## src/rtl/qseq_pkg.sv

```systemverilog
package qseq_pkg;
  localparam int CNT_W = 15;
  localparam int CLK_W = CNT_W + 7;
  localparam int NEXT_W = 4;

  typedef enum logic [1:0] {SEG_DUMMY = 2'd0, SEG_TX = 2'd1, SEG_RX = 2'd2} segKind_e;

  typedef struct packed {
    logic [1:0]        laneShift;
    segKind_e          kind;
    logic [CLK_W-1:0]  clocks;
    logic              last;
    logic              close;
    logic [NEXT_W-1:0] next;
    logic              bad;
  } descInfo_t;

  typedef struct packed {
    logic clkEn;
    logic segLoad;
    logic txSeg;
    logic rxSeg;
  } strobe_t;

  function automatic descInfo_t decodeDesc(input logic [31:0] d);
    descInfo_t r;
    logic [CLK_W-1:0] bits;
    logic txOn;
    logic rxOn;
    txOn = (d[3:2] == 2'b01);
    rxOn = d[6];
    r.laneShift = d[1] ? 2'd2 : (d[0] ? 2'd1 : 2'd0);
    case (d[11:10])
      2'b00:   bits = CLK_W'(d[30:16]);
      2'b01:   bits = CLK_W'(d[30:16]) << 3;
      2'b10:   bits = CLK_W'(d[30:16]) << 5;
      default: bits = CLK_W'(d[30:16]) << 7;
    endcase
    r.clocks = bits >> r.laneShift;
    r.kind   = txOn ? SEG_TX : (rxOn ? SEG_RX : SEG_DUMMY);
    r.close  = d[8];
    r.last   = d[9];
    r.next   = d[15:12];
    r.bad    = d[3] | (txOn & rxOn) | ((d[11:10] == 2'b00) & (txOn | rxOn))
             | (r.clocks == '0);
    return r;
  endfunction
endpackage

```

## src/rtl/qseq_datapath.sv

```systemverilog
module qseq_datapath
  import qseq_pkg::*;
#(
  parameter int NUM_DESC = 16,
  localparam int IDX_W = $clog2(NUM_DESC)
) (
  input  logic             clk,
  input  logic             rstN,
  input  logic             descWe,
  input  logic [IDX_W-1:0] descAddr,
  input  logic [31:0]      descData,
  input  logic [IDX_W-1:0] rdIdx,
  output descInfo_t        info,
  input  strobe_t          stb,
  input  logic [7:0]       txData,
  input  logic [3:0]       sioIn,
  output logic [3:0]       sioOut,
  output logic [3:0]       sioOe,
  output logic [7:0]       rxData,
  output logic             needByte,
  output logic             byteEnd
);
  logic [31:0] descMem [NUM_DESC];
  descInfo_t   rawInfo;
  logic        nextOut;
  logic [1:0]  actShift;
  logic [2:0]  bitPos;
  logic [7:0]  shReg;
  logic [7:0]  cur;
  logic [7:0]  assembled;
  logic [3:0]  outBits;
  logic [3:0]  laneMask;
  logic [3:0]  nBits;

  always_ff @(posedge clk or negedge rstN) begin
    if (!rstN) begin
      for (int i = 0; i < NUM_DESC; i++) descMem[i] <= '0;
    end else if (descWe) begin
      descMem[descAddr] <= descData;
    end
  end

  assign rawInfo = decodeDesc(descMem[rdIdx]);

  generate
    if (NUM_DESC < (1 << NEXT_W)) begin : g_rangeChk
      assign nextOut = (32'(rawInfo.next) >= NUM_DESC);
    end else begin : g_noRange
      assign nextOut = 1'b0;
    end
  endgenerate

  always_comb begin
    info     = rawInfo;
    info.bad = rawInfo.bad | nextOut;
  end

  assign nBits    = 4'd1 << actShift;
  assign needByte = (bitPos == 3'd0);
  assign byteEnd  = (({1'b0, bitPos} + nBits) == 4'd8);
  assign cur      = needByte ? txData : shReg;

  always_comb begin
    case (actShift)
      2'd0: begin
        outBits   = {3'b000, cur[7]};
        assembled = {shReg[6:0], sioIn[1]};
        laneMask  = 4'b0001;
      end
      2'd1: begin
        outBits   = {2'b00, cur[7:6]};
        assembled = {shReg[5:0], sioIn[1:0]};
        laneMask  = 4'b0011;
      end
      default: begin
        outBits   = cur[7:4];
        assembled = {shReg[3:0], sioIn[3:0]};
        laneMask  = 4'b1111;
      end
    endcase
  end

  assign sioOut = (stb.clkEn && stb.txSeg) ? outBits : 4'b0000;
  assign sioOe  = stb.txSeg ? laneMask : 4'b0000;
  assign rxData = assembled;

  always_ff @(posedge clk or negedge rstN) begin
    if (!rstN) begin
      actShift <= 2'd0;
      bitPos   <= 3'd0;
      shReg    <= 8'd0;
    end else if (stb.segLoad) begin
      actShift <= info.laneShift;
      bitPos   <= 3'd0;
      shReg    <= 8'd0;
    end else if (stb.clkEn) begin
      bitPos <= bitPos + nBits[2:0];
      shReg  <= stb.rxSeg ? assembled : (cur << nBits);
    end
  end
endmodule

```

## src/rtl/qseq_control.sv

```systemverilog
module qseq_control
  import qseq_pkg::*;
#(
  parameter int NUM_DESC = 16,
  localparam int IDX_W = $clog2(NUM_DESC)
) (
  input  logic             clk,
  input  logic             rstN,
  input  logic             start,
  input  logic [IDX_W-1:0] firstIdx,
  input  logic [1:0]       statusClr,
  input  descInfo_t        info,
  input  logic             needByte,
  input  logic             byteEnd,
  input  logic             txEmpty,
  input  logic             rxFull,
  output strobe_t          stb,
  output logic [IDX_W-1:0] rdIdx,
  output logic             txPop,
  output logic             rxPush,
  output logic             sclkPulse,
  output logic             csActive,
  output logic             busy,
  output logic             doneFlag,
  output logic             progErr,
  output logic [IDX_W-1:0] curIdx
);
  typedef enum logic [1:0] {S_IDLE, S_RUN, S_NEXT} state_e;

  state_e           state;
  logic [IDX_W-1:0] idx;
  logic [CLK_W-1:0] clkLeft;
  segKind_e         kind;
  logic             closeR;
  logic             lastR;
  logic [IDX_W-1:0] nextR;
  logic             isTx;
  logic             isRx;
  logic             stall;
  logic             go;
  logic             finalClk;
  logic             fetch;
  logic             loadOk;
  logic             loadBad;

  assign rdIdx    = (state == S_IDLE) ? firstIdx : idx;
  assign isTx     = (state == S_RUN) && (kind == SEG_TX);
  assign isRx     = (state == S_RUN) && (kind == SEG_RX);
  assign stall    = needByte && ((isTx && txEmpty) || (isRx && rxFull));
  assign go       = (state == S_RUN) && !stall;
  assign finalClk = go && (clkLeft == CLK_W'(1));
  assign fetch    = ((state == S_IDLE) && start) || (state == S_NEXT);
  assign loadOk   = fetch && !info.bad;
  assign loadBad  = fetch && info.bad;

  assign stb.clkEn   = go;
  assign stb.segLoad = loadOk;
  assign stb.txSeg   = isTx;
  assign stb.rxSeg   = isRx;

  assign txPop     = go && isTx && needByte;
  assign rxPush    = go && isRx && byteEnd;
  assign sclkPulse = go;
  assign busy      = (state != S_IDLE);
  assign curIdx    = idx;

  always_ff @(posedge clk or negedge rstN) begin
    if (!rstN) begin
      state    <= S_IDLE;
      idx      <= '0;
      clkLeft  <= '0;
      kind     <= SEG_DUMMY;
      closeR   <= 1'b0;
      lastR    <= 1'b0;
      nextR    <= '0;
      csActive <= 1'b0;
      doneFlag <= 1'b0;
      progErr  <= 1'b0;
    end else begin
      doneFlag <= (doneFlag & ~statusClr[0]) | (finalClk & lastR);
      progErr  <= (progErr & ~statusClr[1]) | loadBad;
      if ((state == S_IDLE) && start) idx <= firstIdx;
      if (loadOk) begin
        state    <= S_RUN;
        clkLeft  <= info.clocks;
        kind     <= info.kind;
        closeR   <= info.close;
        lastR    <= info.last;
        nextR    <= info.next[IDX_W-1:0];
        csActive <= 1'b1;
      end else if (loadBad) begin
        state <= S_IDLE;
        if (state == S_NEXT) csActive <= 1'b0;
      end else if (go) begin
        clkLeft <= clkLeft - CLK_W'(1);
        if (finalClk) begin
          if (closeR) csActive <= 1'b0;
          if (lastR) begin
            state <= S_IDLE;
          end else begin
            state <= S_NEXT;
            idx   <= nextR;
          end
        end
      end
    end
  end
endmodule

```

## src/rtl/qspi_chain_seq.sv

```systemverilog
module qspi_chain_seq
  import qseq_pkg::*;
#(
  parameter int NUM_DESC = 16,
  localparam int IDX_W = $clog2(NUM_DESC)
) (
  input  logic             clk,
  input  logic             rstN,
  input  logic             descWe,
  input  logic [IDX_W-1:0] descAddr,
  input  logic [31:0]      descData,
  input  logic [IDX_W-1:0] firstIdx,
  input  logic             start,
  input  logic [1:0]       statusClr,
  input  logic [7:0]       txData,
  input  logic             txEmpty,
  output logic             txPop,
  output logic [7:0]       rxData,
  input  logic             rxFull,
  output logic             rxPush,
  output logic             sclkPulse,
  output logic [3:0]       sioOut,
  output logic [3:0]       sioOe,
  input  logic [3:0]       sioIn,
  output logic             csActive,
  output logic             busy,
  output logic             doneFlag,
  output logic             progErr,
  output logic [IDX_W-1:0] curIdx
);
  descInfo_t        info;
  strobe_t          stb;
  logic [IDX_W-1:0] rdIdx;
  logic             needByte;
  logic             byteEnd;

  qseq_datapath #(.NUM_DESC(NUM_DESC)) u_dp (
    .clk(clk), .rstN(rstN), .descWe(descWe), .descAddr(descAddr),
    .descData(descData), .rdIdx(rdIdx), .info(info), .stb(stb),
    .txData(txData), .sioIn(sioIn), .sioOut(sioOut), .sioOe(sioOe),
    .rxData(rxData), .needByte(needByte), .byteEnd(byteEnd)
  );

  qseq_control #(.NUM_DESC(NUM_DESC)) u_ctl (
    .clk(clk), .rstN(rstN), .start(start), .firstIdx(firstIdx),
    .statusClr(statusClr), .info(info), .needByte(needByte),
    .byteEnd(byteEnd), .txEmpty(txEmpty), .rxFull(rxFull), .stb(stb),
    .rdIdx(rdIdx), .txPop(txPop), .rxPush(rxPush), .sclkPulse(sclkPulse),
    .csActive(csActive), .busy(busy), .doneFlag(doneFlag),
    .progErr(progErr), .curIdx(curIdx)
  );
endmodule

```

## config.mk

```make
export PLATFORM = sky130hd
export DESIGN_NAME = qspi_chain_seq
export DESIGN_NICKNAME = d
export VERILOG_FILES = /design/src/rtl/qseq_pkg.sv /design/src/rtl/qseq_datapath.sv /design/src/rtl/qseq_control.sv /design/src/rtl/qspi_chain_seq.sv
export SDC_FILE = /design/constraint.sdc
export NUM_CORES = 1
export LEC_CHECK = 0
export BUFFER_PORTS_ARGS = -buffer_cell sky130_fd_sc_hd__buf_2
export CELL_PAD_IN_SITES_DETAIL_PLACEMENT = 1
export CELL_PAD_IN_SITES_GLOBAL_PLACEMENT = 1
export CORE_AREA = 2 2 252 254
export CTS_CLUSTER_DIAMETER = 40
export DETAILED_ROUTE_END_ITERATION = 10
export DIE_AREA = 0 0 254 256
export PLACE_DENSITY_LB_ADDON = 0.15
export SLEW_MARGIN = 30
export SYNTH_ARGS = -nofsm -noshare
export SYNTH_HDL_FRONTEND = slang
export SYNTH_HIERARCHICAL = 1
export SYNTH_SLANG_ARGS = --single-unit
```

## constraint.sdc

```tcl
create_clock -name clk -period 11.5 [get_ports clk]
set_clock_uncertainty 0.05 [all_clocks]
set_input_delay 0 -clock clk [delete_from_list [all_inputs] [get_ports clk]]
set_output_delay 0 -clock clk [all_outputs]
set_load 0.005 [all_outputs]
```

Yosys cells after proc, flatten, opt, wreduce, memory -nomap -nowiden
Cells that the tools add are included.
Widths: inputs -> output; s select.

word-level totals
  flip-flop bits (word level) = 564
  bits of input ports = 60
  output and inout port bits = 27
  word-level logic and storage cells = 140

cells by class
  $add $sub $neg = 3
  $lt $le $gt $ge = 3
  eq/ne operators = 12
  shift-type cells = 3
  muxes and demuxes = 43
  bitwise operators = 15
  reduce and logical (&&, ||, !) cells = 32

operators by type and width
  operator               count
  $bwmux 512             1
  $bmux 32 s4            1
  $demux 32 s4           1
  $mux 22                3
  $pmux 22 s3            1
  $mux 31                2
  $mux 4                 9
  $mux 32                1
  $mux 8                 4
  $eq 22x1->1 const B    1
  $logic_not 22->1       1
  $shr 22x2->22          1
  $sub 22x1->22 const B  1
  $mux 2                 8
  $pmux 4 s2             2
  $pmux 8 s2             1
  $logic_and 1x1->1      15
  $eq 2x1->1 const B     5
  $ge 5x5->1 const B     2
  $not 4->5              2
  $reduce_bool 3->1      3
  $shl 8x4->8            1
  $mux 1                 7
  $eq 2x2->1 const B     3
  other kinds (18)       35

Depth between registers and ports, before layout
  depth after elaboration = 15
  gate-level depth with buffers = 24
  depth with buffers taken out = 17

Cells and area by module
The synthesis kept the hierarchy.

by module, submodules not included
  module         instances  cells each  area an instance (um^2)  seq. area each (um^2)
  qseq_datapath  1          1,604       22,467.8                 11,536.1
  qseq_control   1          226         2,152.1                  975.9

Worst setup path before layout
OpenSTA, ideal clock, no wires.

  path kind = register -> register
  start point = reg u_ctl.state[1]
  end point = reg u_ctl.state[0]
  library setup time = 0.143 ns
  arrival = 4.678 ns
  required time = 11.307 ns
  slack = 6.629 ns
  cell stages (with the launch flop) = 19
  path buffers = 4
  clock period less this slack = 4.871 ns
  cell sequence = dfrtp_1 -> nor2_1 -> mux2_2 -> buf_6 -> mux4_2 -> a22oi_2 -> and2_1 -> buf_6 -> mux2i_1 -> o21ai_1 -> a211o_1 -> a221oi_1 -> or4b_1 -> o41ai_2 -> inv_1 -> nand2b_1 -> clkbuf_1 -> buf_1 -> o21ai_0

RTL lines
  what                    line                RTL
  from (decl)             qseq_control.sv:30  state_e state;
  from (signal assigned)  qseq_control.sv:69  state <= S_IDLE;
  from (signal assigned)  qseq_control.sv:84  state <= S_RUN;
  from (signal assigned)  qseq_control.sv:92  state <= S_IDLE;

==> impl_metrics.yaml <==
placed_design:
  port_buffers: 82
  routabilityCongestion: 0.778
  dp_hpwl_um: 39900
  dp_cells: 2646
global_route:
  antenna_found_initial: 2
  grt_pass1_vias: 17600
  grt_pass1_wl_um: 108000
  grt_usage_pct: 22.0
  overflow: 0
  grt_max_degree: 166
pwr:
  swShare_pct: 26.0
  p_switching_uw: 1580
  p_leak_uw: 0.0124
  peakVddDrop_mv: 0.131
  power_density_nw_per_um2: 205
  internal_power_uw: 4490
  combinationalPowerShare_pct: 15.5
  power_frac_seq_pct: 38.0
  clkPwrFrac_pct: 46.5
  power_uw: 6070
synth:
  ys_seq_elements: 500
  avgSynthCellArea_sq_um: 13.5
  yosysSeqAreaShare_pct: 50.8
  yosysTopAreaCell: "dfrtp_1"
  netlist.area_leader.share_pct: 50.8
  syn_area_sq_um: 24600
  synthTopCellsByArea: "dfrtp_1 (51%), mux2_2 (21%), mux4_2 (8.2%), mux2i_1 (4.2%), nand2_1 (1.5%)"
  synthCells: 1830
  synth_flop_cell: "dfrtp_1"
  synthesis.nets: 1896
  ys_types: 79
  synth-edff-count: 0
  async_reset_ff_share_pct: 100
  yosys_warnings: 6
sta:
  hold_viol: 0
  slew-limit-headroom_pct: 36.1
  finalSetupTns_ns: 0
  rsz0062_at_grt: "false"
  setup_violations: 0
  fin_crit_ns: 7.20
  tightest_slew_ns: 0.958
  finalCritPeriodShare_pct: 62.6
  slew_viol_final: 0
  clock.fmax_mhz: 139
clock_tree:
  cts_buffers: 92
  htree_levels: 3
  cts_buffer_depth: 3
  clkTransAtPathRegs_ns: 0.05
  cts_resized: 0
  post_cts_buffers: 0
  cts_tree: "yes"
  root_buffer: "clkbuf_16"
  cts.sinks: 500
  clkLatencyLatePin_ns: 0.65
cells_and_area:
  utilization_pct: 47.5
  n_fill_cell: 6274
  layout_commonest_cell: "dfrtp_1"
  syn_to_final_growth_pct: 20.4
  stdcell_count: 2874
  final_cell_mix: "dfrtp_1 (500), mux2_2 (462), mux2i_1 (103), nand2_1 (99), clkbuf_16 (93)"
  fin_nets: 2015
  final_layout_size_suffix_gt1_share_pct: 43.4
  seq_area_sq_um: 12500
  multi_input_area_sq_um: 11500
worst_hold_path:
  min_to: "u_dp/shReg[7]"
  hold_depth: 7
  worstHoldPathType: "in2reg"
  holdCritStartpoint: "txData[5]"
critical_path:
  r2r_start: "u_ctl/state[1]"
  cp_slowest_stage_delay_ns: 0.74
  critPathCaptureType: "flip-flop"
  reg2reg_to: "u_dp/actShift[0]"
  arrival_ns: 7.67
  worstSetupPathType: "reg2reg"
  r2r_slack_ns: 4.30
  critPathRequiredTime_ns: 11.97
  worst_setup_path_start_kind: "flip-flop"
  cp_max_fo: 57
  crit_chain: "nor2_1 > mux2_4 > buf_4 > nor2_2 > buf_4 > a221oi_2 > o21ai_1 > and2_1 > mux2i_1 > o21ai_1 > a211o_1 > a221oi_1 > or4b_1 > o41ai_2 > inv_1 > nand2b_2 > inv_4 > mux2_2"
  r2r_cells: 18
  slowest_stage: "and2_1"
floorplanning:
  dieArea_sq_um: 65000
  start_util_pct: 39.5
  pin_count: 87
  die_w_um: 254
  core_sq_um: 62400
  chipHeight_um: 256
  rows: 92
job:
  maxCapViolations: 0
routing:
  route.vias.total: 15900
  post_drt_wl_per_cell_um: 24.4
  route.detailed.drc: 0
  first_pass_iters: 4
  ant_nets: 0
  routed_wl_um: 70000
  drtIter0Drc: 820
  viasPerCell: 5.51
outcome:
  status: "completed"
state kept, by name, summed over array words and instances, names as in the netlist, 3 cells and up:
signal         flops
u_dp/descMem     448
u_ctl/clkLeft     22
u_dp/shReg         8
u_ctl/curIdx       4
u_ctl/nextR        4
u_dp/bitPos        3
how the worst max path moves through the flow:
stage / startpoint / end / slack (ns) / depth (start not counted)
after floorplan: u_ctl/state[1] / u_ctl/state[0] / 6.63 / 18
after global placement: u_ctl/state[1] / u_dp/actShift[0] / 3.57 / 17
after detailed placement: u_ctl/state[1] / u_dp/actShift[0] / 3.82 / 17
after CTS: u_ctl/state[1] / u_dp/actShift[0] / 3.79 / 17
after global routing: u_ctl/state[1] / u_ctl/clkLeft[12] / 3.75 / 19
final: u_ctl/state[1] / u_dp/actShift[0] / 4.30 / 18
synth_stat cells (16+ instances only):
master	instances
a21oi_1	38
a221oi_1	22
buf_2	20
clkbuf_1	95
dfrtp_1	500
inv_1	17
mux2_2	464
mux2i_1	103
mux4_2	90
nand2_1	100
nand3_1	16
nor2_1	64
nor3_1	21
o21ai_0	30
o21ai_1	26
power groups by stage:
stage	combinational (uW)	clock (uW)	sequential, uW
floorplan	706	0	2270
global placement	896	0	2300
detailed placement	927	0	2330
CTS	947	2880	2310
global route	1030	2970	2360
finish	940	2820	2310
through the flow:
step	setup WS (ns)	hold slack, ns	area [sq um]
after floorplan	6.63	-0.346	24600
after global routing	3.75	0.138	29600
after detailed placement	3.82	0.0475	25800
after CTS	3.79	0.00849	29600
final	4.30	0.0333	29600
after global placement	3.57	0.0389	25800
layout make-up:
class                           instances  share of cell area (%)
Antenna cell                            1                 0.00844
Clock buffer                          112                    8.29
Clock inverter                         60                    2.72
Inverter                               21                   0.274
Multi-Input combinational cell       1163                    38.7
Sequential cell                       500                    42.2
Tap cell                              846                    3.57
Timing Repair Buffer                  171                    4.28
routing by layer:
metal / track usage, % / wire length, um / vias up
met2: 35.5 / 33700 / 262
met3: 4.19 / 2920 / 108
met1: 30.4 / 32000 / 8449
met4: 5.96 / 1400 / 2
met5: 0 / 7 / -
li1: - / - / 7029
critical path: cells and delay by family, from the launching register on:
family	cells	cell delay, ns
AOI/OAI and AO/OA	6	1.86
buffers and inverters	4	1.16
DFF	1	0.42
muxes	3	1.12
and+or+nand+nor	5	2.38
logic make-up (layout without fill, tap and decap cells):
logic type	Yosys count	in the layout	share of synthesized area, %
mux	661	661	33.9
flops	500	500	50.8
simple gates	287	287	5.92
compound gates	189	189	5.22
buf+inv	167	364	3.11
xor+xnor	19	19	0.676
fa+ha+maj	7	7	0.376
other cells	0	1	0
timing repair:
item                                    in CTS  in global routing
endpoints found under the hold margin      568                  0
endpoints found under the setup margin       0                  0
hold buffers                                54                  0
No activity file was read; power rests on OpenSTA's default activity.
